## config.mk

```make
export PLATFORM = sky130hd
export DESIGN_NAME = fftstg_dif_stage
export DESIGN_NICKNAME = d
export VERILOG_FILES = /design/src/rtl/fftstg_pkg.sv /design/src/rtl/fftstg_twiddle_rom.sv /design/src/rtl/fftstg_cmul.sv /design/src/rtl/fftstg_bfly.sv /design/src/rtl/fftstg_dif_stage.sv
export SDC_FILE = /design/constraint.sdc
export NUM_CORES = 2
export LEC_CHECK = 0
export ABC_CLOCK_PERIOD_IN_PS = 9800
export BUFFER_PORTS_ARGS = -buffer_cell sky130_fd_sc_hd__clkbuf_2
export CAP_MARGIN = 20
export CORE_MARGIN = 10
export CORE_UTILIZATION = 65
export CTS_CLUSTER_SIZE = 8
export DETAILED_ROUTE_END_ITERATION = 6
export PLACE_DENSITY = 0.82
export SYNTH_ARGS = -nofsm -noshare
export SYNTH_HDL_FRONTEND = slang
export SYNTH_SLANG_ARGS = --single-unit
export TNS_END_PERCENT = 50
```

## constraint.sdc

```tcl
create_clock -name clk -period 9.8 [get_ports clk]
set_clock_uncertainty 0.05 [all_clocks]
set_input_delay 0.98 -clock clk [delete_from_list [all_inputs] [get_ports clk]]
set_output_delay 0.98 -clock clk [all_outputs]
set_load 0.01 [all_outputs]
```

## src/rtl/fftstg_pkg.sv

```systemverilog
package fftstg_pkg;

  localparam real PI_C = 3.14159265358979323846;

  // Twiddle coordinate for position k of a span, scaled and rounded to nearest.
  function automatic int twiddle_coord(int k, int span, int scale, bit imag_part);
    real ang;
    real v;
    ang = 2.0 * PI_C * $itor(k) / $itor(span);
    if (imag_part) v = 0.0 - $sin(ang);
    else           v = $cos(ang);
    return $rtoi($floor(v * $itor(scale) + 0.5));
  endfunction

endpackage

```

## src/rtl/fftstg_twiddle_rom.sv

```systemverilog
module fftstg_twiddle_rom #(
  parameter int N  = 16,
  parameter int TW = 16,
  parameter int AW = 3
) (
  input  logic [AW-1:0]        addr_i,
  output logic signed [TW-1:0] w_re_o,
  output logic signed [TW-1:0] w_im_o
);
  localparam int H     = N / 2;
  localparam int SCALE = 1 << (TW - 2);

  logic signed [TW-1:0] re_tab [H];
  logic signed [TW-1:0] im_tab [H];

  for (genvar k = 0; k < H; k++) begin : g_ent
    localparam int VRE = fftstg_pkg::twiddle_coord(k, N, SCALE, 1'b0);
    localparam int VIM = fftstg_pkg::twiddle_coord(k, N, SCALE, 1'b1);
    assign re_tab[k] = TW'(VRE);
    assign im_tab[k] = TW'(VIM);
  end

  assign w_re_o = re_tab[addr_i];
  assign w_im_o = im_tab[addr_i];

endmodule

```

## src/rtl/fftstg_cmul.sv

```systemverilog
module fftstg_cmul #(
  parameter int OW  = 13,
  parameter int TW  = 16,
  parameter int LAT = 3,
  parameter int SW  = 1
) (
  input  logic                 clk,
  input  logic                 rst,
  input  logic                 ce,
  input  logic signed [OW-1:0] d_re_i,
  input  logic signed [OW-1:0] d_im_i,
  input  logic signed [TW-1:0] w_re_i,
  input  logic signed [TW-1:0] w_im_i,
  input  logic [SW-1:0]        side_i,
  output logic signed [OW-1:0] p_re_o,
  output logic signed [OW-1:0] p_im_o,
  output logic [SW-1:0]        side_o
);
  localparam int PW = OW + TW + 1;
  localparam int SH = TW - 2;
  localparam int EW = 2 * OW + SW;

  logic signed [PW-1:0] dr, di, wr, wi, pr, pi;

  always_comb begin
    dr = PW'(d_re_i);
    di = PW'(d_im_i);
    wr = PW'(w_re_i);
    wi = PW'(w_im_i);
    pr = dr * wr - di * wi;
    pi = dr * wi + di * wr;
  end

  logic [EW-1:0] stg [LAT];

  always_ff @(posedge clk) begin
    if (rst) begin
      for (int i = 0; i < LAT; i++) stg[i] <= '0;
    end else if (ce) begin
      stg[0] <= {OW'(pr >>> SH), OW'(pi >>> SH), side_i};
      for (int i = 1; i < LAT; i++) stg[i] <= stg[i-1];
    end
  end

  assign {p_re_o, p_im_o, side_o} = stg[LAT-1];

  // the product pipeline is frozen while ce is low
  assert_cmul_idle_R5: assert property (@(posedge clk) disable iff (rst)
    !ce |=> $stable(p_re_o) && $stable(p_im_o) && $stable(side_o));

endmodule

```

## src/rtl/fftstg_bfly.sv

```systemverilog
module fftstg_bfly #(
  parameter int DW  = 12,
  parameter int TW  = 16,
  parameter int LAT = 3,
  parameter int OW  = DW + 1
) (
  input  logic                 clk,
  input  logic                 rst,
  input  logic                 ce,
  input  logic [2*DW-1:0]      a_i,
  input  logic [2*DW-1:0]      b_i,
  input  logic signed [TW-1:0] w_re_i,
  input  logic signed [TW-1:0] w_im_i,
  input  logic                 sync_i,
  output logic [2*OW-1:0]      s0_o,
  output logic [2*OW-1:0]      s1_o,
  output logic                 sync_o
);
  localparam int SW = 2 * OW + 1;

  logic signed [DW-1:0] ar, ai, br, bi;
  assign ar = a_i[2*DW-1:DW];
  assign ai = a_i[DW-1:0];
  assign br = b_i[2*DW-1:DW];
  assign bi = b_i[DW-1:0];

  logic signed [OW-1:0] sum_re, sum_im, dif_re, dif_im;
  logic signed [TW-1:0] wr_q, wi_q;
  logic                 sync_q;

  always_ff @(posedge clk) begin
    if (rst) begin
      sum_re <= '0; sum_im <= '0;
      dif_re <= '0; dif_im <= '0;
      wr_q   <= '0; wi_q   <= '0;
      sync_q <= 1'b0;
    end else if (ce) begin
      sum_re <= OW'(ar) + OW'(br);
      sum_im <= OW'(ai) + OW'(bi);
      dif_re <= OW'(ar) - OW'(br);
      dif_im <= OW'(ai) - OW'(bi);
      wr_q   <= w_re_i;
      wi_q   <= w_im_i;
      sync_q <= sync_i;
    end
  end

  logic [SW-1:0]        side_out;
  logic signed [OW-1:0] p_re, p_im;

  fftstg_cmul #(.OW(OW), .TW(TW), .LAT(LAT), .SW(SW)) u_mul (
    .clk    (clk),
    .rst    (rst),
    .ce     (ce),
    .d_re_i (dif_re),
    .d_im_i (dif_im),
    .w_re_i (wr_q),
    .w_im_i (wi_q),
    .side_i ({sum_re, sum_im, sync_q}),
    .p_re_o (p_re),
    .p_im_o (p_im),
    .side_o (side_out)
  );

  assign s0_o   = side_out[SW-1:1];
  assign sync_o = side_out[0];
  assign s1_o   = {p_re, p_im};

  // butterfly results hold between enabled edges
  assert_bfly_idle_R5: assert property (@(posedge clk) disable iff (rst)
    !ce |=> $stable(s0_o) && $stable(s1_o) && $stable(sync_o));

endmodule

```

## src/rtl/fftstg_dif_stage.sv

```systemverilog
module fftstg_dif_stage #(
  parameter int N       = 16,
  parameter int DW      = 12,
  parameter int TW      = 16,
  parameter int MPY_LAT = 3
) (
  input  logic                  clk,
  input  logic                  rst,
  input  logic                  ce,
  input  logic [2*DW-1:0]       in_sample,
  input  logic                  in_sync,
  output logic [2*(DW+1)-1:0]   out_sample,
  output logic                  out_sync
);
  localparam int H  = N / 2;
  localparam int AW = $clog2(H);
  localparam int CW = AW + 1;
  localparam int OW = DW + 1;

  // ---------------- input side: fill, then pair ----------------
  logic [CW-1:0]   in_cnt;
  logic            in_run;
  logic [CW-1:0]   in_idx;
  logic [2*DW-1:0] hold_mem [H];
  logic [2*DW-1:0] held;

  assign in_idx = in_sync ? '0 : in_cnt;
  assign held   = hold_mem[in_idx[AW-1:0]];

  always_ff @(posedge clk) begin
    if (rst) begin
      in_cnt <= '0;
      in_run <= 1'b0;
    end else if (ce && (in_sync || in_run)) begin
      in_run <= 1'b1;
      in_cnt <= in_idx + 1'b1;
    end
  end

  always_ff @(posedge clk) begin
    if (ce && !in_idx[AW]) hold_mem[in_idx[AW-1:0]] <= in_sample;
  end

  logic pair_sync;
  assign pair_sync = (in_idx == CW'(H));

  logic signed [TW-1:0] w_re, w_im;

  fftstg_twiddle_rom #(.N(N), .TW(TW), .AW(AW)) u_rom (
    .addr_i (in_idx[AW-1:0]),
    .w_re_o (w_re),
    .w_im_o (w_im)
  );

  logic [2*OW-1:0] bf_s0, bf_s1;
  logic            bf_sync;

  fftstg_bfly #(.DW(DW), .TW(TW), .LAT(MPY_LAT), .OW(OW)) u_bfly (
    .clk    (clk),
    .rst    (rst),
    .ce     (ce),
    .a_i    (held),
    .b_i    (in_sample),
    .w_re_i (w_re),
    .w_im_i (w_im),
    .sync_i (pair_sync),
    .s0_o   (bf_s0),
    .s1_o   (bf_s1),
    .sync_o (bf_sync)
  );

  // ---------------- output side: pass, then replay ----------------
  logic [CW-1:0]   out_cnt;
  logic            out_run;
  logic [CW-1:0]   out_idx;
  logic [2*OW-1:0] spill_mem [H];

  assign out_idx = bf_sync ? '0 : out_cnt;

  always_ff @(posedge clk) begin
    if (rst) begin
      out_cnt    <= '0;
      out_run    <= 1'b0;
      out_sync   <= 1'b0;
      out_sample <= '0;
    end else if (ce) begin
      if (bf_sync || out_run) begin
        out_run <= 1'b1;
        out_cnt <= out_idx + 1'b1;
      end
      out_sync   <= bf_sync;
      out_sample <= out_idx[AW] ? spill_mem[out_idx[AW-1:0]] : bf_s0;
    end
  end

  always_ff @(posedge clk) begin
    if (ce && !out_idx[AW]) spill_mem[out_idx[AW-1:0]] <= bf_s1;
  end

  // ---------------- checks ----------------
  // Enabled edges since the last butterfly sync, saturating.
  logic [CW-1:0] gap_cnt;
  logic          gap_seen;

  always_ff @(posedge clk) begin
    if (rst) begin
      gap_cnt  <= '0;
      gap_seen <= 1'b0;
    end else if (ce) begin
      if (bf_sync) begin
        gap_cnt  <= CW'(1);
        gap_seen <= 1'b1;
      end else if (gap_cnt < CW'(H + 1)) begin
        gap_cnt <= gap_cnt + 1'b1;
      end
    end
  end

  // a restart can never bring two pair markers closer than N/2+1 edges
  assert_sync_gap_R7: assert property (@(posedge clk) disable iff (rst)
    (ce && bf_sync && gap_seen) |-> gap_cnt >= CW'(H + 1));

  // first cycle after reset shows the cleared outputs
  assert_reset_clear_R1: assert property (@(posedge clk) disable iff (rst)
    $past(rst) |-> (!out_sync && out_sample == '0));

  // outputs and sequencing state hold while ce is low
  assert_out_idle_R5: assert property (@(posedge clk) disable iff (rst)
    !ce |=> $stable(out_sample) && $stable(out_sync));

  assert_cnt_idle_R5: assert property (@(posedge clk) disable iff (rst)
    !ce |=> $stable(in_cnt) && $stable(out_cnt) && $stable(in_run) && $stable(out_run));

endmodule

```

==> metrics.md <==
| Metric | Value |
|---|---|
| Outcome | finished with violations |
| Failing checks | DRC |
| Setup_tns | 0 ns |
| CP Capture Type | flip-flop |
| RSZ-0062 raised after global routing | no |
| Flop2flop setup slack | ~2.1 ns |
| Die ar. | 0.0955 mm2 |
| Number of synthesized flops with an enable pin | about 560 |
| # H-tree levels | 3 |
| Pwr dens | between 200 and 250 mW/mm2 |
| Num CTS Buffers | 94 |
| Clk Latency, worst-skew pair | 0.65 ns |
| Period Utilization, post-route | 78.5% |
| Most area-hungry cell type in the Yosys netlist | edfxtp_1 |
| Hold endpoint | u_bfly.sum_im[7] |
| CP max FO | 26 |
| Beginning of the worst register-to-register path | u_bfly.wi_q[14] |
| Synth warn | 0 |
| GPL Wtd Cong | ~0.99 |
| Post-DP HPWL | 103000 um |
| Tot GR Track Use | 29.7% |
| WL/cell | 23.2 um |
| Sequential cell area | roughly 0.019 mm2 |
| Drt pass-1 iters | 7 |
| Worst Hold Class | reg -> reg |
| Clk slew on worst S/H paths | 0.05 ns |
| Post-placement cell area | around 0.056 mm2 |
| HP Start | u_bfly.sum_im[7] |
| Top cells by area, synth | edfxtp_1 (31%), fa_1 (30%), inv_1 (7.7%), ha_1 (7.1%), dfxtp_1 (3.9%) |
| Slew Limit Fails | 0 |
| Synth cell types | 73 |
| Fraction of layout cells with a size suffix above 1 | 6.84% |
| Pwr Total | 12.9 mW |
| Net Count, Synth | 5960 |
| Critical Path Start | u_bfly.wi_q[14] |
| Maximum clock frequency | 0.130 GHz |
| Rel. slew slack | 18.1% |
| Final hold vios | 0 |
| CTS tree | yes |
| Final setup viols | 0 |
| Final global-route overflow total | 0 |
| Synthesized flop and latch total | 665 |
| Layout area overhead | 7.81% |
| Longest Clk Path Bufs | 3 |
| Via Count | between 30000 and 40000 |
| CTS Hold Bufs | 0 |
| R2R cell count | 23 |
| Post-route DRC | 3 |
| CTS root buf | clkbuf_16 |
| Area of the core | 0.0824 mm2 |
| Sequential element share of the synthesized area | 34.8% |
| Fill count | 5471 |
| Crit Path Class | reg -> reg |
| P_leak | between 20 and 30 nW |
| Worst slew pin tran | between 1 and 1.5 ns |
| Cell count after synthesis | a little under 5000 |
| Initial antenna violation count | 0 |
| Nets | 5956 |
| FFs w/ async S/R, synth | 0% |
| Most frequent cell after synthesis | inv_1 |
| Main synth FF type | edfxtp_1 |
| Synth top area share | 30.9% |
| Worst Hold Depth | 2 |
| Post-route cell area | approximately 0.059 mm2 |
| Final wirelength | 138000 um |
| Post-CTS setup buffer count | 0 |
| Max cap viols | 0 |
| Synthesized area per cell | 11.3 um2 |
| Number of diodes | 0 |
| DR iter-0 viols | 3947 |
| First-pass GRT wire length | ~220000 um |
| Cell area after synthesis | 0.0543 mm2 |
| Worst IR Drop VDD | 0.000466 V |
| RR Endpoint | u_bfly.u_mul.stg[0][52] |
| Vias in the first global route | between 30000 and 40000 |
| Crit path time final | between 7 and 8 ns |
| Routed vias/inst | 5.93 |
| Crit path DAT | 7.97 ns |
| Multi-input logic area | between 0.03 and 0.04 mm2 |
| Routed Antenna Nets | 0 |
| Starting Density | 65.9% |
| CP Launch Type | flip-flop |
| CP required | ~10 ns |
| Num rows | 105 |
| Post_cts resized | 0 |
| Ports | 55 |
| Largest net degree at the start of global routing | around 140 |
| Die X | around 310 um |
| Port Buffers | 54 |
| Chip Height | 309 um |
| Synth cell count leaders | inv_1 (1120), fa_1 (802), edfxtp_1 (559) |
| TritonCTS Sinks | 665 |
layer usage:
layer  vias up  GRT usage, %  part of all wire [%]
met5         -             0                     0
met4         0          12.0                   4.3
met3       333          6.63                    10
met2      1887          48.0                    48
met1     17800          38.8                    38
li1      15300             -                     -
final cells by class:
cell class                 count  share of cell area [%]
sequential                   665                    32.3
timing repair buffer         131                    1.51
clock buffer                 154                    4.42
multi-input combinational   2801                    51.9
inverter                    1124                    7.22
tap                         1070                    2.29
clock inverter                 9                   0.355
layout by cell type (no fill, tap or decap), types with 27 or more instances in the layout:
cell type,Yosys,final
inv_1,1120,1118
o21ai_0,45,45
edfxtp_1,559,559
and2_1,187,187
clkbuf_16,0,94
clkbuf_2,0,52
clkbuf_1,197,59
a221oi_1,27,27
a21oi_1,146,146
and3_1,138,138
mux2i_1,54,54
buf_4,2,76
nand3_1,28,28
fa_1,802,802
mux2_2,43,43
dfxtp_1,106,103
o22ai_1,28,28
nor3_1,43,37
xnor2_1,84,84
nor2_1,171,164
ha_1,309,309
a211oi_1,72,72
nor2b_1,30,28
nand2_1,345,344
registers in the layout, summed over array words and instances, names as in the netlist, 7 cells and up:
| signal | cells |
|---|---|
| spill_mem | 208 |
| u_bfly.sum_re | 13 |
| u_bfly.u_mul.stg | 159 |
| hold_mem | 192 |
| u_bfly.wr_q | 11 |
| u_bfly.sum_im | 13 |
| out_sample | 26 |
| u_bfly.wi_q | 7 |
| u_bfly.dif_re | 12 |
| u_bfly.dif_im | 12 |
critical path, cell delays in order, from the launching register on:
cell,delay [ns]
dfxtp_1,1.03
nand2_1,0.61
inv_1,0.29
fa_1,0.48
fa_1,0.63
inv_1,0.08
fa_1,0.47
inv_1,0.06
fa_1,0.53
inv_1,0.05
fa_1,0.45
fa_1,0.49
inv_1,0.05
fa_1,0.47
inv_1,0.04
ha_1,0.37
nand2_1,0.10
a2bb2oi_1,0.15
a21oi_1,0.08
o31a_1,0.27
a211o_1,0.28
o21ai_1,0.15
xnor2_1,0.14
nor2_1,0.05
how the worst max path moves through the flow:
stage          slack, ns                      end
2_1_floorplan       2.99  u_bfly.u_mul.stg[0][38]
3_3_place_gp        2.33  u_bfly.u_mul.stg[0][38]
3_5_place_dp        2.23  u_bfly.u_mul.stg[0][38]
4_1_cts             2.22  u_bfly.u_mul.stg[0][52]
5_1_grt             1.75  u_bfly.u_mul.stg[0][52]
6_report            2.11  u_bfly.u_mul.stg[0][52]
through the flow:
step           cells  hold WS, ns  worst slack (ns)  utilization, %
2_1_floorplan   4821        0.367              2.99               -
3_3_place_gp    5789        0.378              2.33            67.6
3_5_place_dp    5790        0.394              2.23            67.6
4_1_cts         5953        0.405              2.22            71.0
5_1_grt         5954        0.432              1.75            71.0
6_report        5954        0.409              2.11            71.0
report_power, final:
part           internal (mW)  switching (mW)  total [mW]
Sequential              3.29           0.149        3.44
Clock                   1.81            1.22        3.03
Combinational           2.58            3.83        6.41
Total                   7.68            5.20        12.9
kinds of logic after synthesis:
logic type               count (synthesis)  share of synthesized area (%)
AO/OA/AOI/OAI                          482                           6.21
XOR/XNOR                               102                           1.65
flip-flops                             665                           34.8
AND/OR/NAND/NOR                       1002                           9.04
buffers and inverters                 1355                           9.43
other                                    1                        0.00691
multiplexers                           103                           2.14
adder cells (fa/ha/maj)               1111                           36.7
No activity file was read; power rests on OpenSTA's default activity.
